## src/rtl/cmdptr_pkg.sv

```systemverilog
package cmdptr_pkg;

    typedef enum logic [3:0] {
        ST_IDLE,
        ST_ADDR,
        ST_ADDR_ACK,
        ST_CMD,
        ST_CMD_ACK,
        ST_WDATA,
        ST_WDATA_ACK,
        ST_RDATA,
        ST_RDATA_ACK,
        ST_ABORT
    } slv_state_e;

    localparam logic [7:0] FIFO_ADDR   = 8'h00;
    localparam logic [7:0] CTL_LO      = 8'h01;
    localparam logic [7:0] CTL_HI      = 8'h06;
    localparam logic [7:0] GP_LO       = 8'h40;
    localparam logic [7:0] GP_HI       = 8'h5F;
    localparam logic [7:0] CFG_ADDR    = 8'h01;
    localparam logic [7:0] GCFG_ADDR   = 8'h40;
    localparam int         KEYRST_BIT  = 7;
    localparam int         GPIORST_BIT = 4;
    localparam int         TMO_EN_BIT  = 0;
    localparam int         CTL_N       = int'(CTL_HI) - int'(CTL_LO) + 1;
    localparam int         GP_N        = int'(GP_HI) - int'(GP_LO) + 1;

    // pointer step: hold on the FIFO window, fold 0x06 back, else +1 mod 256
    function automatic logic [7:0] ptr_advance(input logic [7:0] p);
        if (p == FIFO_ADDR)
            return FIFO_ADDR;
        else if (p == CTL_HI)
            return FIFO_ADDR;
        else
            return p + 8'd1;
    endfunction

endpackage

```

## src/rtl/cmdptr_line_sync.sv

```systemverilog
module cmdptr_line_sync #(
    parameter int STAGES = 2
) (
    input  logic clk,
    input  logic rst_n,
    input  logic line_i,
    output logic lvl_o,
    output logic prev_o
);
    logic [STAGES-1:0] chain_q;
    logic              prev_q;

    always_ff @(posedge clk or negedge rst_n) begin
        if (!rst_n) begin
            chain_q <= '1;
            prev_q  <= 1'b1;
        end else begin
            chain_q <= {chain_q[STAGES-2:0], line_i};
            prev_q  <= chain_q[STAGES-1];
        end
    end

    assign lvl_o  = chain_q[STAGES-1];
    assign prev_o = prev_q;

endmodule

```

## src/rtl/cmdptr_bus_timer.sv

```systemverilog
module cmdptr_bus_timer #(
    parameter int LIMIT = 1000
) (
    input  logic clk,
    input  logic rst_n,
    input  logic arm_i,
    input  logic scl_low_i,
    output logic expire_o
);
    localparam int CW = $clog2(LIMIT + 1);
    localparam logic [CW-1:0] LAST = CW'(LIMIT - 1);

    logic [CW-1:0] cnt_q;
    logic          exp_q;

    always_ff @(posedge clk or negedge rst_n) begin
        if (!rst_n) begin
            cnt_q <= '0;
            exp_q <= 1'b0;
        end else begin
            exp_q <= 1'b0;
            if (!arm_i || !scl_low_i) begin
                cnt_q <= '0;
            end else if (cnt_q == LAST) begin
                cnt_q <= '0;
                exp_q <= 1'b1;
            end else begin
                cnt_q <= cnt_q + 1'b1;
            end
        end
    end

    assign expire_o = exp_q;


    tmo_needs_low_chk: assert property (@(posedge clk) disable iff (!rst_n)
        expire_o |-> $past(arm_i) && $past(scl_low_i));


    tmo_idle_quiet_chk: assert property (@(posedge clk) disable iff (!rst_n)
        !arm_i |=> !expire_o);

endmodule

```

## src/rtl/cmdptr_regbank.sv

```systemverilog
module cmdptr_regbank
    import cmdptr_pkg::*;
(
    input  logic       clk,
    input  logic       rst_n,
    input  logic       wr_en_i,
    input  logic [7:0] wr_addr_i,
    input  logic [7:0] wr_data_i,
    input  logic [7:0] rd_addr_i,
    input  logic [7:0] fifo_data_i,
    output logic [7:0] rd_data_o,
    output logic       tmo_en_o,
    output logic       key_rst_o,
    output logic       gpio_rst_o
);
    localparam int CIW = $clog2(CTL_N);
    localparam int GIW = $clog2(GP_N);

    logic [7:0] ctl_q [CTL_N];
    logic [7:0] gp_q  [GP_N];
    logic       key_q, gpio_q;

    logic       wr_ctl, wr_gp, rd_ctl, rd_gp;
    logic [7:0] wr_coff, wr_goff, rd_coff, rd_goff;
    logic [7:0] wr_val;

    assign wr_ctl  = (wr_addr_i >= CTL_LO) && (wr_addr_i <= CTL_HI);
    assign wr_gp   = (wr_addr_i >= GP_LO)  && (wr_addr_i <= GP_HI);
    assign rd_ctl  = (rd_addr_i >= CTL_LO) && (rd_addr_i <= CTL_HI);
    assign rd_gp   = (rd_addr_i >= GP_LO)  && (rd_addr_i <= GP_HI);
    assign wr_coff = wr_addr_i - CTL_LO;
    assign wr_goff = wr_addr_i - GP_LO;
    assign rd_coff = rd_addr_i - CTL_LO;
    assign rd_goff = rd_addr_i - GP_LO;

    // strobe bits are not kept in the array
    always_comb begin
        wr_val = wr_data_i;
        if (wr_addr_i == CFG_ADDR)  wr_val[KEYRST_BIT]  = 1'b0;
        if (wr_addr_i == GCFG_ADDR) wr_val[GPIORST_BIT] = 1'b0;
    end

    always_ff @(posedge clk or negedge rst_n) begin
        if (!rst_n) begin
            for (int i = 0; i < CTL_N; i++) ctl_q[i] <= '0;
            for (int j = 0; j < GP_N; j++)  gp_q[j]  <= '0;
            key_q  <= 1'b0;
            gpio_q <= 1'b0;
        end else begin
            key_q  <= wr_en_i && (wr_addr_i == CFG_ADDR)  && wr_data_i[KEYRST_BIT];
            gpio_q <= wr_en_i && (wr_addr_i == GCFG_ADDR) && wr_data_i[GPIORST_BIT];
            if (wr_en_i && wr_ctl) ctl_q[wr_coff[CIW-1:0]] <= wr_val;
            if (wr_en_i && wr_gp)  gp_q[wr_goff[GIW-1:0]]  <= wr_val;
        end
    end

    always_comb begin
        if (rd_addr_i == FIFO_ADDR) rd_data_o = fifo_data_i;
        else if (rd_ctl)            rd_data_o = ctl_q[rd_coff[CIW-1:0]];
        else if (rd_gp)             rd_data_o = gp_q[rd_goff[GIW-1:0]];
        else                        rd_data_o = 8'h00;
    end

    assign tmo_en_o   = ctl_q[0][TMO_EN_BIT];
    assign key_rst_o  = key_q;
    assign gpio_rst_o = gpio_q;


    key_strobe_chk: assert property (@(posedge clk) disable iff (!rst_n)
        (wr_en_i && wr_addr_i == CFG_ADDR && wr_data_i[KEYRST_BIT]) |=> key_rst_o);


    key_pulse_chk: assert property (@(posedge clk) disable iff (!rst_n)
        key_rst_o |=> !key_rst_o);


    gpio_pulse_chk: assert property (@(posedge clk) disable iff (!rst_n)
        gpio_rst_o |=> !gpio_rst_o);


    unmapped_zero_chk: assert property (@(posedge clk) disable iff (!rst_n)
        (rd_addr_i != FIFO_ADDR && !rd_ctl && !rd_gp) |-> rd_data_o == 8'h00);

endmodule

```

## src/rtl/cmdptr_i2c_slave.sv

```systemverilog
module cmdptr_i2c_slave
    import cmdptr_pkg::*;
#(
    parameter logic [6:0] SLV_ADDR = 7'h38,
    parameter int         CLK_HZ   = 50_000_000,
    parameter int         TMO_MS   = 20
) (
    input  logic       clk,
    input  logic       rst_n,
    input  logic       scl_i,
    input  logic       sda_i,
    output logic       sda_oe_o,
    input  logic [7:0] fifo_data_i,
    output logic       fifo_pop_o,
    output logic       key_rst_o,
    output logic       gpio_rst_o
);
    localparam int TMO_CYC = (CLK_HZ / 1000) * TMO_MS;

    logic scl_s, scl_p, sda_s, sda_p;
    logic scl_rise, scl_fall, start_ev, stop_ev;

    slv_state_e state_q, state_d;
    logic [2:0] bitcnt_q, bitcnt_d;
    logic       full_q, full_d;
    logic [7:0] sh_q, sh_d;
    logic [7:0] ptr_q, ptr_d;
    logic       rw_q, rw_d;
    logic       nack_q, nack_d;
    logic       sda_oe_q, sda_oe_d;
    logic       pop_q, pop_c;
    logic       wr_en_c;
    logic [7:0] rd_data;
    logic       tmo_en, tmo_arm, tmo_hit;

    cmdptr_line_sync #(.STAGES(2)) scl_sync_i (
        .clk(clk), .rst_n(rst_n), .line_i(scl_i), .lvl_o(scl_s), .prev_o(scl_p));
    cmdptr_line_sync #(.STAGES(2)) sda_sync_i (
        .clk(clk), .rst_n(rst_n), .line_i(sda_i), .lvl_o(sda_s), .prev_o(sda_p));

    assign scl_rise = scl_s && !scl_p;
    assign scl_fall = !scl_s && scl_p;
    assign start_ev = scl_s && scl_p && sda_p && !sda_s;
    assign stop_ev  = scl_s && scl_p && !sda_p && sda_s;

    assign tmo_arm = tmo_en && (state_q != ST_IDLE) && (state_q != ST_ABORT);

    cmdptr_bus_timer #(.LIMIT(TMO_CYC)) timer_i (
        .clk(clk), .rst_n(rst_n), .arm_i(tmo_arm), .scl_low_i(!scl_s),
        .expire_o(tmo_hit));

    cmdptr_regbank bank_i (
        .clk(clk), .rst_n(rst_n),
        .wr_en_i(wr_en_c), .wr_addr_i(ptr_q), .wr_data_i(sh_q),
        .rd_addr_i(ptr_q), .fifo_data_i(fifo_data_i), .rd_data_o(rd_data),
        .tmo_en_o(tmo_en), .key_rst_o(key_rst_o), .gpio_rst_o(gpio_rst_o));

    // state register
    always_ff @(posedge clk or negedge rst_n) begin
        if (!rst_n) begin
            state_q  <= ST_IDLE;
            bitcnt_q <= '0;
            full_q   <= 1'b0;
            sh_q     <= '0;
            ptr_q    <= '0;
            rw_q     <= 1'b0;
            nack_q   <= 1'b0;
            sda_oe_q <= 1'b0;
            pop_q    <= 1'b0;
        end else begin
            state_q  <= state_d;
            bitcnt_q <= bitcnt_d;
            full_q   <= full_d;
            sh_q     <= sh_d;
            ptr_q    <= ptr_d;
            rw_q     <= rw_d;
            nack_q   <= nack_d;
            sda_oe_q <= sda_oe_d;
            pop_q    <= pop_c;
        end
    end

    // next state
    always_comb begin
        state_d  = state_q;
        bitcnt_d = bitcnt_q;
        full_d   = full_q;
        sh_d     = sh_q;
        ptr_d    = ptr_q;
        rw_d     = rw_q;
        nack_d   = nack_q;
        wr_en_c  = 1'b0;
        pop_c    = 1'b0;
        if (start_ev) begin
            state_d  = ST_ADDR;
            bitcnt_d = '0;
            full_d   = 1'b0;
        end else if (stop_ev) begin
            state_d = ST_IDLE;
        end else if (tmo_hit) begin
            state_d = ST_ABORT;
        end else begin
            unique case (state_q)
                ST_IDLE, ST_ABORT: ;
                ST_ADDR, ST_CMD, ST_WDATA: begin
                    if (scl_rise) begin
                        sh_d     = {sh_q[6:0], sda_s};
                        bitcnt_d = bitcnt_q + 3'd1;
                        if (bitcnt_q == 3'd7) full_d = 1'b1;
                    end else if (scl_fall && full_q) begin
                        full_d   = 1'b0;
                        bitcnt_d = '0;
                        if (state_q == ST_ADDR) begin
                            if (sh_q[7:1] == SLV_ADDR) begin
                                rw_d    = sh_q[0];
                                state_d = ST_ADDR_ACK;
                            end else begin
                                state_d = ST_IDLE;
                            end
                        end else if (state_q == ST_CMD) begin
                            ptr_d   = sh_q;
                            state_d = ST_CMD_ACK;
                        end else begin
                            wr_en_c = 1'b1;
                            ptr_d   = ptr_advance(ptr_q);
                            state_d = ST_WDATA_ACK;
                        end
                    end
                end
                ST_ADDR_ACK: begin
                    if (scl_fall) begin
                        if (rw_q) begin
                            state_d  = ST_RDATA;
                            sh_d     = rd_data;
                            bitcnt_d = '0;
                        end else begin
                            state_d = ST_CMD;
                        end
                    end
                end
                ST_CMD_ACK, ST_WDATA_ACK: begin
                    if (scl_fall) state_d = ST_WDATA;
                end
                ST_RDATA: begin
                    if (scl_fall) begin
                        if (bitcnt_q == 3'd7) begin
                            state_d = ST_RDATA_ACK;
                            pop_c   = (ptr_q == FIFO_ADDR);
                            ptr_d   = ptr_advance(ptr_q);
                        end else begin
                            sh_d     = {sh_q[6:0], 1'b0};
                            bitcnt_d = bitcnt_q + 3'd1;
                        end
                    end
                end
                ST_RDATA_ACK: begin
                    if (scl_rise) begin
                        nack_d = sda_s;
                    end else if (scl_fall) begin
                        if (nack_q) begin
                            state_d = ST_IDLE;
                        end else begin
                            state_d  = ST_RDATA;
                            sh_d     = rd_data;
                            bitcnt_d = '0;
                        end
                    end
                end
                default: state_d = ST_IDLE;
            endcase
        end
    end

    // outputs
    always_comb begin
        unique case (state_d)
            ST_ADDR_ACK, ST_CMD_ACK, ST_WDATA_ACK: sda_oe_d = 1'b1;
            ST_RDATA:                              sda_oe_d = !sh_d[7];
            default:                               sda_oe_d = 1'b0;
        endcase
    end

    assign sda_oe_o   = sda_oe_q;
    assign fifo_pop_o = pop_q;


    addr_mismatch_chk: assert property (@(posedge clk) disable iff (!rst_n)
        (state_q == ST_ADDR && scl_fall && full_q && sh_q[7:1] != SLV_ADDR &&
         !start_ev && !stop_ev && !tmo_hit) |=> !sda_oe_o);


    ptr_fifo_hold_chk: assert property (@(posedge clk) disable iff (!rst_n)
        (wr_en_c && ptr_q == FIFO_ADDR) |=> ptr_q == FIFO_ADDR);


    ptr_fold_chk: assert property (@(posedge clk) disable iff (!rst_n)
        (wr_en_c && ptr_q == CTL_HI) |=> ptr_q == FIFO_ADDR);


    nack_release_chk: assert property (@(posedge clk) disable iff (!rst_n)
        (state_q == ST_RDATA_ACK && nack_q && scl_fall &&
         !start_ev && !stop_ev && !tmo_hit) |=> (state_q == ST_IDLE) && !sda_oe_o);


    tmo_abort_chk: assert property (@(posedge clk) disable iff (!rst_n)
        (tmo_hit && !start_ev && !stop_ev) |=> state_q == ST_ABORT && !sda_oe_o);


    abort_silent_chk: assert property (@(posedge clk) disable iff (!rst_n)
        (state_q == ST_ABORT && !start_ev) |=> !sda_oe_o && $stable(ptr_q));

endmodule

```

## config.mk

```make
export PLATFORM = sky130hd
export DESIGN_NAME = cmdptr_i2c_slave
export DESIGN_NICKNAME = d
export VERILOG_FILES = /design/src/rtl/cmdptr_pkg.sv /design/src/rtl/cmdptr_line_sync.sv /design/src/rtl/cmdptr_bus_timer.sv /design/src/rtl/cmdptr_regbank.sv /design/src/rtl/cmdptr_i2c_slave.sv
export SDC_FILE = /design/constraint.sdc
export NUM_CORES = 1
export LEC_CHECK = 0
export BUFFER_PORTS_ARGS = -buffer_cell sky130_fd_sc_hd__buf_4
export CAP_MARGIN = 20
export CORE_MARGIN = 5
export CORE_UTILIZATION = 30
export CTS_CLUSTER_SIZE = 24
export DETAILED_ROUTE_END_ITERATION = 10
export GPL_ROUTABILITY_DRIVEN = 0
export GPL_TIMING_DRIVEN = 0
export PLACE_DENSITY = 0.51
export SYNTH_ARGS = -nofsm -noshare
export SYNTH_HDL_FRONTEND = slang
export SYNTH_SLANG_ARGS = --single-unit
```

## constraint.sdc

```tcl
create_clock -name clk -period 4.3 [get_ports clk]
set_clock_uncertainty 0.15 [all_clocks]
set_input_delay 1.29 -clock clk [delete_from_list [all_inputs] [get_ports clk]]
set_output_delay 1.29 -clock clk [all_outputs]
set_load 0.05 [all_outputs]
```

Word-level counts from Yosys, hierarchy flattened
Cells that the tools add are included.
{ "totals": {"output_inout_bits": 4, "reg_bits": 361} }
{ "classes": {"reduce_logical": 45, "order_cmp": 8, "bitwise_logic": 6, "addsub": 5, "muxes": 94, "eq_ne": 43} }
{ "op_table": {"columns": ["cell", "n"], "rows": [
  ["$bwmux W256", 1],
  ["$mux W8", 28],
  ["$bwmux W48", 1],
  ["$mux W4", 12],
  ["$mux W3", 14],
  ["$bmux W8 S5", 1],
  ["$demux W8 S5", 1],
  ["$mux W20", 2],
  ["$pmux W8 S4", 1],
  ["$eq A4 B3 Y1 const B", 7],
  ["$ne A2 B2 Y1 const B", 14],
  ["$mux W1", 25],
  ["$bmux W8 S3", 1],
  ["$demux W8 S3", 1],
  ["$pmux W4 S6", 1],
  ["$ne A3 B3 Y1 const B", 7],
  ["$add A20 B1 Y20 const B", 1],
  ["$eq A20 B20 Y1 const B", 1],
  ["$logic_and A1 B1 Y1", 20],
  ["$pmux W8 S2", 1],
  ["$eq A4 B2 Y1 const B", 3],
  ["$pmux W3 S4", 1],
  ["$reduce_and A12 Y1", 1],
  ["$reduce_and A11 Y1", 1],
  ["39 further kinds", 55]
]} }

Logic depth before layout (Yosys ltp)
{ "logic_depth": {"ltp_word": 17, "mapped_depth": 14} }

Cells and area by module
From an unflattened synthesis, not the netlist that was laid out.
{ "hier_totals": {"hier_cells": 1416, "hier_area_um2": 17849.6} }
{ "by_module_without_submodules": {"columns": ["mod", "seq_area_each_um2", "area_each_um2", "cells_per_inst", "instances"], "rows": [
  ["cmdptr_regbank", 7657.3, 14570.2, 1066, 1],
  ["cmdptr_i2c_slave", 700.7, 2057.0, 240, 1],
  ["cmdptr_bus_timer", 525.5, 1064.8, 104, 1],
  ["cmdptr_line_sync", 78.8, 78.8, 3, 2]
]} }

Least setup slack after synthesis
No wires, ideal clock.
{ "synth_timing": {"path_type": "reg-to-reg", "start": "register ptr_q[0]", "end": "register sh_q[4]", "path_buffers": 5, "setup_time_ns": 0.125, "setup_slack_ns": 1.131, "arrival_time_ns": 2.894, "stages_incl_launch_ff": 13, "period_less_slack_ns": 3.169, "path_cell_list": "dfrtp_1 -> buf_6 -> buf_6 -> buf_6 -> buf_4 -> inv_1 -> ha_1 -> clkbuf_1 -> mux4_2 -> a221oi_1 -> a2bb2oi_1 -> o21ai_1 -> mux2_2"} }
{ "synth_between": {"elab_chain_len": 12} }
{ "synth_lines": {"columns": ["item", "line_no", "rtl"], "rows": [
  ["from (decl)", "cmdptr_i2c_slave.sv:27", "logic [7:0] ptr_q, ptr_d;"],
  ["from (signal assigned)", "cmdptr_i2c_slave.sv:75", "ptr_q <= ptr_d;"],
  ["$sub A5 B1 Y5", "cmdptr_regbank.sv:34", "assign rd_goff = rd_addr_i - GP_LO;"],
  ["$not A5 Y6 (implied by the code)", "cmdptr_regbank.sv:60", "else if (rd_gp) rd_data_o = gp_q[rd_goff[GIW-1:0]];"],
  ["$bmux W8 S5", "cmdptr_regbank.sv:60", null],
  ["$mux W8 (implied by the code) (2 in series)", "cmdptr_regbank.sv:60", null],
  ["$mux W8", "cmdptr_regbank.sv:60", null],
  ["$mux W8", "cmdptr_regbank.sv:59", "else if (rd_ctl) rd_data_o = ctl_q[rd_coff[CIW-1:0]];"],
  ["$mux W8 (*)", "cmdptr_regbank.sv:58", "if (rd_addr_i == FIFO_ADDR) rd_data_o = fifo_data_i;"],
  ["$mux W8", "cmdptr_i2c_slave.sv:160", "if (nack_q) begin"],
  ["$mux W8", "cmdptr_i2c_slave.sv:159", "end else if (scl_fall) begin"],
  ["$mux W8", "cmdptr_i2c_slave.sv:157", "if (scl_rise) begin"],
  ["$pmux W8 S4 (*)", "cmdptr_i2c_slave.sv:103", "unique case (state_q)"],
  ["to (signal assigned)", "cmdptr_i2c_slave.sv:64", "sh_q <= '0;"],
  ["to (signal assigned)", "cmdptr_i2c_slave.sv:74", "sh_q <= sh_d;"],
  ["to (decl)", "cmdptr_i2c_slave.sv:26", "logic [7:0] sh_q, sh_d;"]
]} }
Every way passes the cells marked *; elsewhere a longest branch is shown, timed or not. The select of a mux whose other input is x is not followed.
A chain may end at the register's enable or synchronous reset.

Worst setup path after layout
{ "layout_timing": {"start": "register ptr_q[0]", "end": "register sh_q[3]"} }
Same word-level chain as after synthesis.

==> metrics.txt <==
status=complete, no violations; syn_area_per_cell=12.3 µm²; PD cells=376 nW/µm²; Setup TNS Final=0 ns; Reg power frac=a little under half; share of the synthesized area in the top cell type=between 50% and 60%; Lkg Pwr=approximately 8.8 nW; Final period util=between 90% and 100%; post-synthesis cell area=17200 µm²; critical path fanouts, max=10; Worst Reg2Reg Path Length in Cells=12; CTS Buf Count=42; Post-route DRC=0; Slew Viols, Final=0; Slew Limit Headroom=31.5%; Avg WL per Cell=21.7 µm; layout cell share with drive strength beyond 1=29.6%; Max H-tree Level=2; Synth cell types=66; synthesis-to-layout area growth=15.2%; Clk Latency, worst-skew pair=~0.57 ns; Layout fillers=approximately 5600; Yosys warnings=0; Data arrival, critical path=between 4 and 5 ns; I/O pin cnt=16; Tmin final=between 3 and 4 ns; WHS Path Cells=0; clock share of power=about half; EDFF count, synth=0; VDD IR-drop max=0.248 mV; starting density of the core=a little under a third; prevailing post-synth register cell=dfrtp_1; flops & latches, synth=approximately 360; Psw=around 1.7 mW; Comb pwr share=3.2%; top post-synthesis cells by area=dfrtp_1 (52%), mux2_2 (14%), mux4_2 (9.0%), o21ai_0 (4.2%), nand2_1 (3.6%); drt first pass iters=7; Finished Core Util=between 30% and 40%; die area=approximately 62000 µm²; sw frac=22.5%; max cap viols=0; vias in the first global route=between 10000 and 15000; Core Box Area=around 57000 µm²; unrepaired setup endpoints after global routing=false; CP endpoint=sh_q[3]; PostCTS Resize Cnt=0; vias per inst=~5; Sink Count=~360; Iteration-0 DRC Markers=835; CTS clk-pin slew, worst paths=roughly 0.07 ns; internal power=5.77 mW; endpoints failing hold=0; die width=roughly 250 µm; flop2flop setup slack=~0.34 ns; Post-CTS Hold Buffers=0; syn nets=between 1000 and 1500; CTS tree=yes; Yosys top cell by area=dfrtp_1; WL final=48900 µm; GRT Util Overall=between 10% and 20%; Gate Count Post-Synth=around 1400; setup bufs post-CTS=0; first-pass GRT wire length=~75000 µm; crit path capture type=register; Final nets=1484; Via Count=around 11000; number of cells after detailed placement=about 2200; Root Buffer=clkbuf_16; Longest Clk Path Bufs=3; largest net degree at the start of global routing=119; final std cells w/o fill=roughly 2300; chip height=249 µm; Achievable Freq=between 200 and 300 MHz; Setup Viol. Count Final=0; asr flop ratio synth=100%; Worst Tran Pin Value=~1.0 ns; critical hold path startpoint=sda_sync_i.chain_q[0]; worst setup path start=ptr_q[0]; Antenna Cells=0; fin area=slightly below 20000 µm²; Cell Rows=87; FF-to-FF End=sh_q[3]; Crit Path Class=reg2reg; antenna violations before repair=0; Port Buf Inserts=15; antenna-violating nets left=0; Reg-to-Reg Start=ptr_q[0]; Startpoint Class=register; Crit path required time=~4.6 ns; detailed placement HPWL=around 34000 µm; Hold WC Path Type=reg2reg; register area share after synthesis=a little over half; Post-DP Area=18300 µm²; GRT overflow=0
-- cell usage in the layout (no fill, tap or decap), types with 4 or more instances in the layout --
cell / netlist / layout
dfrtp_1: 355 / 355
mux2_2: 211 / 211
nand2_1: 167 / 167
o21ai_0: 144 / 144
mux4_2: 69 / 69
clkbuf_1: 59 / 65
nor2_1: 62 / 62
buf_2: 45 / 45
clkbuf_16: 0 / 43
nand3_1: 34 / 34
a21oi_1: 21 / 21
buf_4: 6 / 20
inv_1: 17 / 17
mux2i_1: 15 / 15
and3_1: 13 / 13
nor3_1: 13 / 13
nor2b_1: 11 / 11
xor2_1: 10 / 10
xnor2_1: 10 / 10
clkbuf_8: 0 / 10
and2_1: 9 / 9
mux4_1: 9 / 9
a211oi_1: 8 / 8
ha_1: 8 / 8
nand2b_1: 7 / 7
o21ai_1: 7 / 7
a221oi_1: 7 / 7
buf_6: 6 / 6
nand4_1: 6 / 6
dfstp_2: 6 / 6
a2bb2oi_1: 5 / 5
bufinv_16: 0 / 5
clkinv_2: 0 / 5
nand3b_1: 4 / 4
nor4b_1: 4 / 4
-- cell families after synthesis --
logic type / Yosys count / synth area share (%)
flip-flops: 361 / 52.6
AND/OR/NAND/NOR: 355 / 9.66
multiplexers: 305 / 25.2
AO/OA/AOI/OAI: 217 / 7.22
buffers and inverters: 136 / 3.78
XOR/XNOR: 20 / 1.02
adder cells (fa/ha/maj): 8 / 0.582
-- power groups by stage --
stage               clock network (mW)  registers (mW)  logic, mW
CTS                               3.87            3.43      0.241
detailed placement                   0            3.49      0.241
finish                            3.77            3.43      0.237
global placement                     0            3.49      0.227
global route                      4.01            3.43      0.263
floorplan                            0            3.48     0.0816
-- registers in the layout, summed over array words and instances, names as in the netlist, 2 cells and up --
signal / flops
bitcnt_q: 3
state_q: 4
sda_sync_i.chain_q: 2
bank_i.ctl_q: 47
timer_i.cnt_q: 20
scl_sync_i.chain_q: 2
ptr_q: 8
sh_q: 8
bank_i.gp_q: 256
-- cell type report --
type / instances / area (µm²) / area share, %
flip-flops and latches: 361 / 9040 / 45.6
multi-input cells: 905 / 7510 / 37.9
clock buffers: 60 / 1240 / 6.26
well taps: 756 / 946 / 4.77
plain buffers: 119 / 588 / 2.97
clock inverters: 14 / 224 / 1.13
repair buffers: 18 / 203 / 1.02
inverters: 17 / 63.8 / 0.322
-- critical path, cell delays in order (launching register included) --
cell,delay (ns)
dfrtp_1,0.40
buf_6,0.18
buf_6,0.25
buf_6,0.26
buf_4,0.29
inv_1,0.16
ha_1,0.46
clkbuf_2,0.36
mux4_2,0.38
a221oi_1,0.38
a2bb2oi_1,0.22
o21ai_1,0.08
mux2_2,0.26
-- how the worst min path moves through the flow --
stage / slack [ns] / to
after floorplan: 0.20 / scl_sync_i.chain_q[1]
after global placement: 0.20 / scl_sync_i.chain_q[1]
after detailed placement: 0.20 / sda_sync_i.chain_q[1]
after CTS: 0.21 / sda_sync_i.chain_q[1]
after global routing: 0.21 / sda_sync_i.chain_q[1]
final: 0.21 / sda_sync_i.chain_q[1]
-- metrics by stage --
| stage | hold slack [ns] | total power [mW] | worst slack, ns |
|---|---|---|---|
| after floorplan | 0.195 | 3.57 | 1.13 |
| after global placement | 0.201 | 3.72 | -1.76 |
| after detailed placement | 0.201 | 3.73 | 0.0457 |
| after CTS | 0.209 | 7.55 | 0.0454 |
| after global routing | 0.213 | 7.70 | 0.153 |
| final | 0.208 | 7.44 | 0.338 |
-- cells in the mapped netlist, types with 8 or more instances --
library cell / count
mux4_1: 9
nor2_1: 62
o21ai_0: 144
xor2_1: 10
buf_2: 45
and3_1: 13
mux4_2: 69
nand3_1: 34
a211oi_1: 8
xnor2_1: 10
mux2_2: 211
a21oi_1: 21
nor2b_1: 11
mux2i_1: 15
nor3_1: 13
ha_1: 8
inv_1: 17
clkbuf_1: 59
and2_1: 9
dfrtp_1: 355
nand2_1: 167
-- per-layer routing --
layer | up-vias | track usage (%) | part of all wire (%)
met5 | - | 0 | 0
met4 | 0 | 5.16 | 3.1
met3 | 87 | 2.57 | 4.5
met2 | 292 | 25.2 | 47
met1 | 5874 | 21.6 | 46
li1 | 5156 | - | -
No activity file was read; power rests on OpenSTA's default activity.
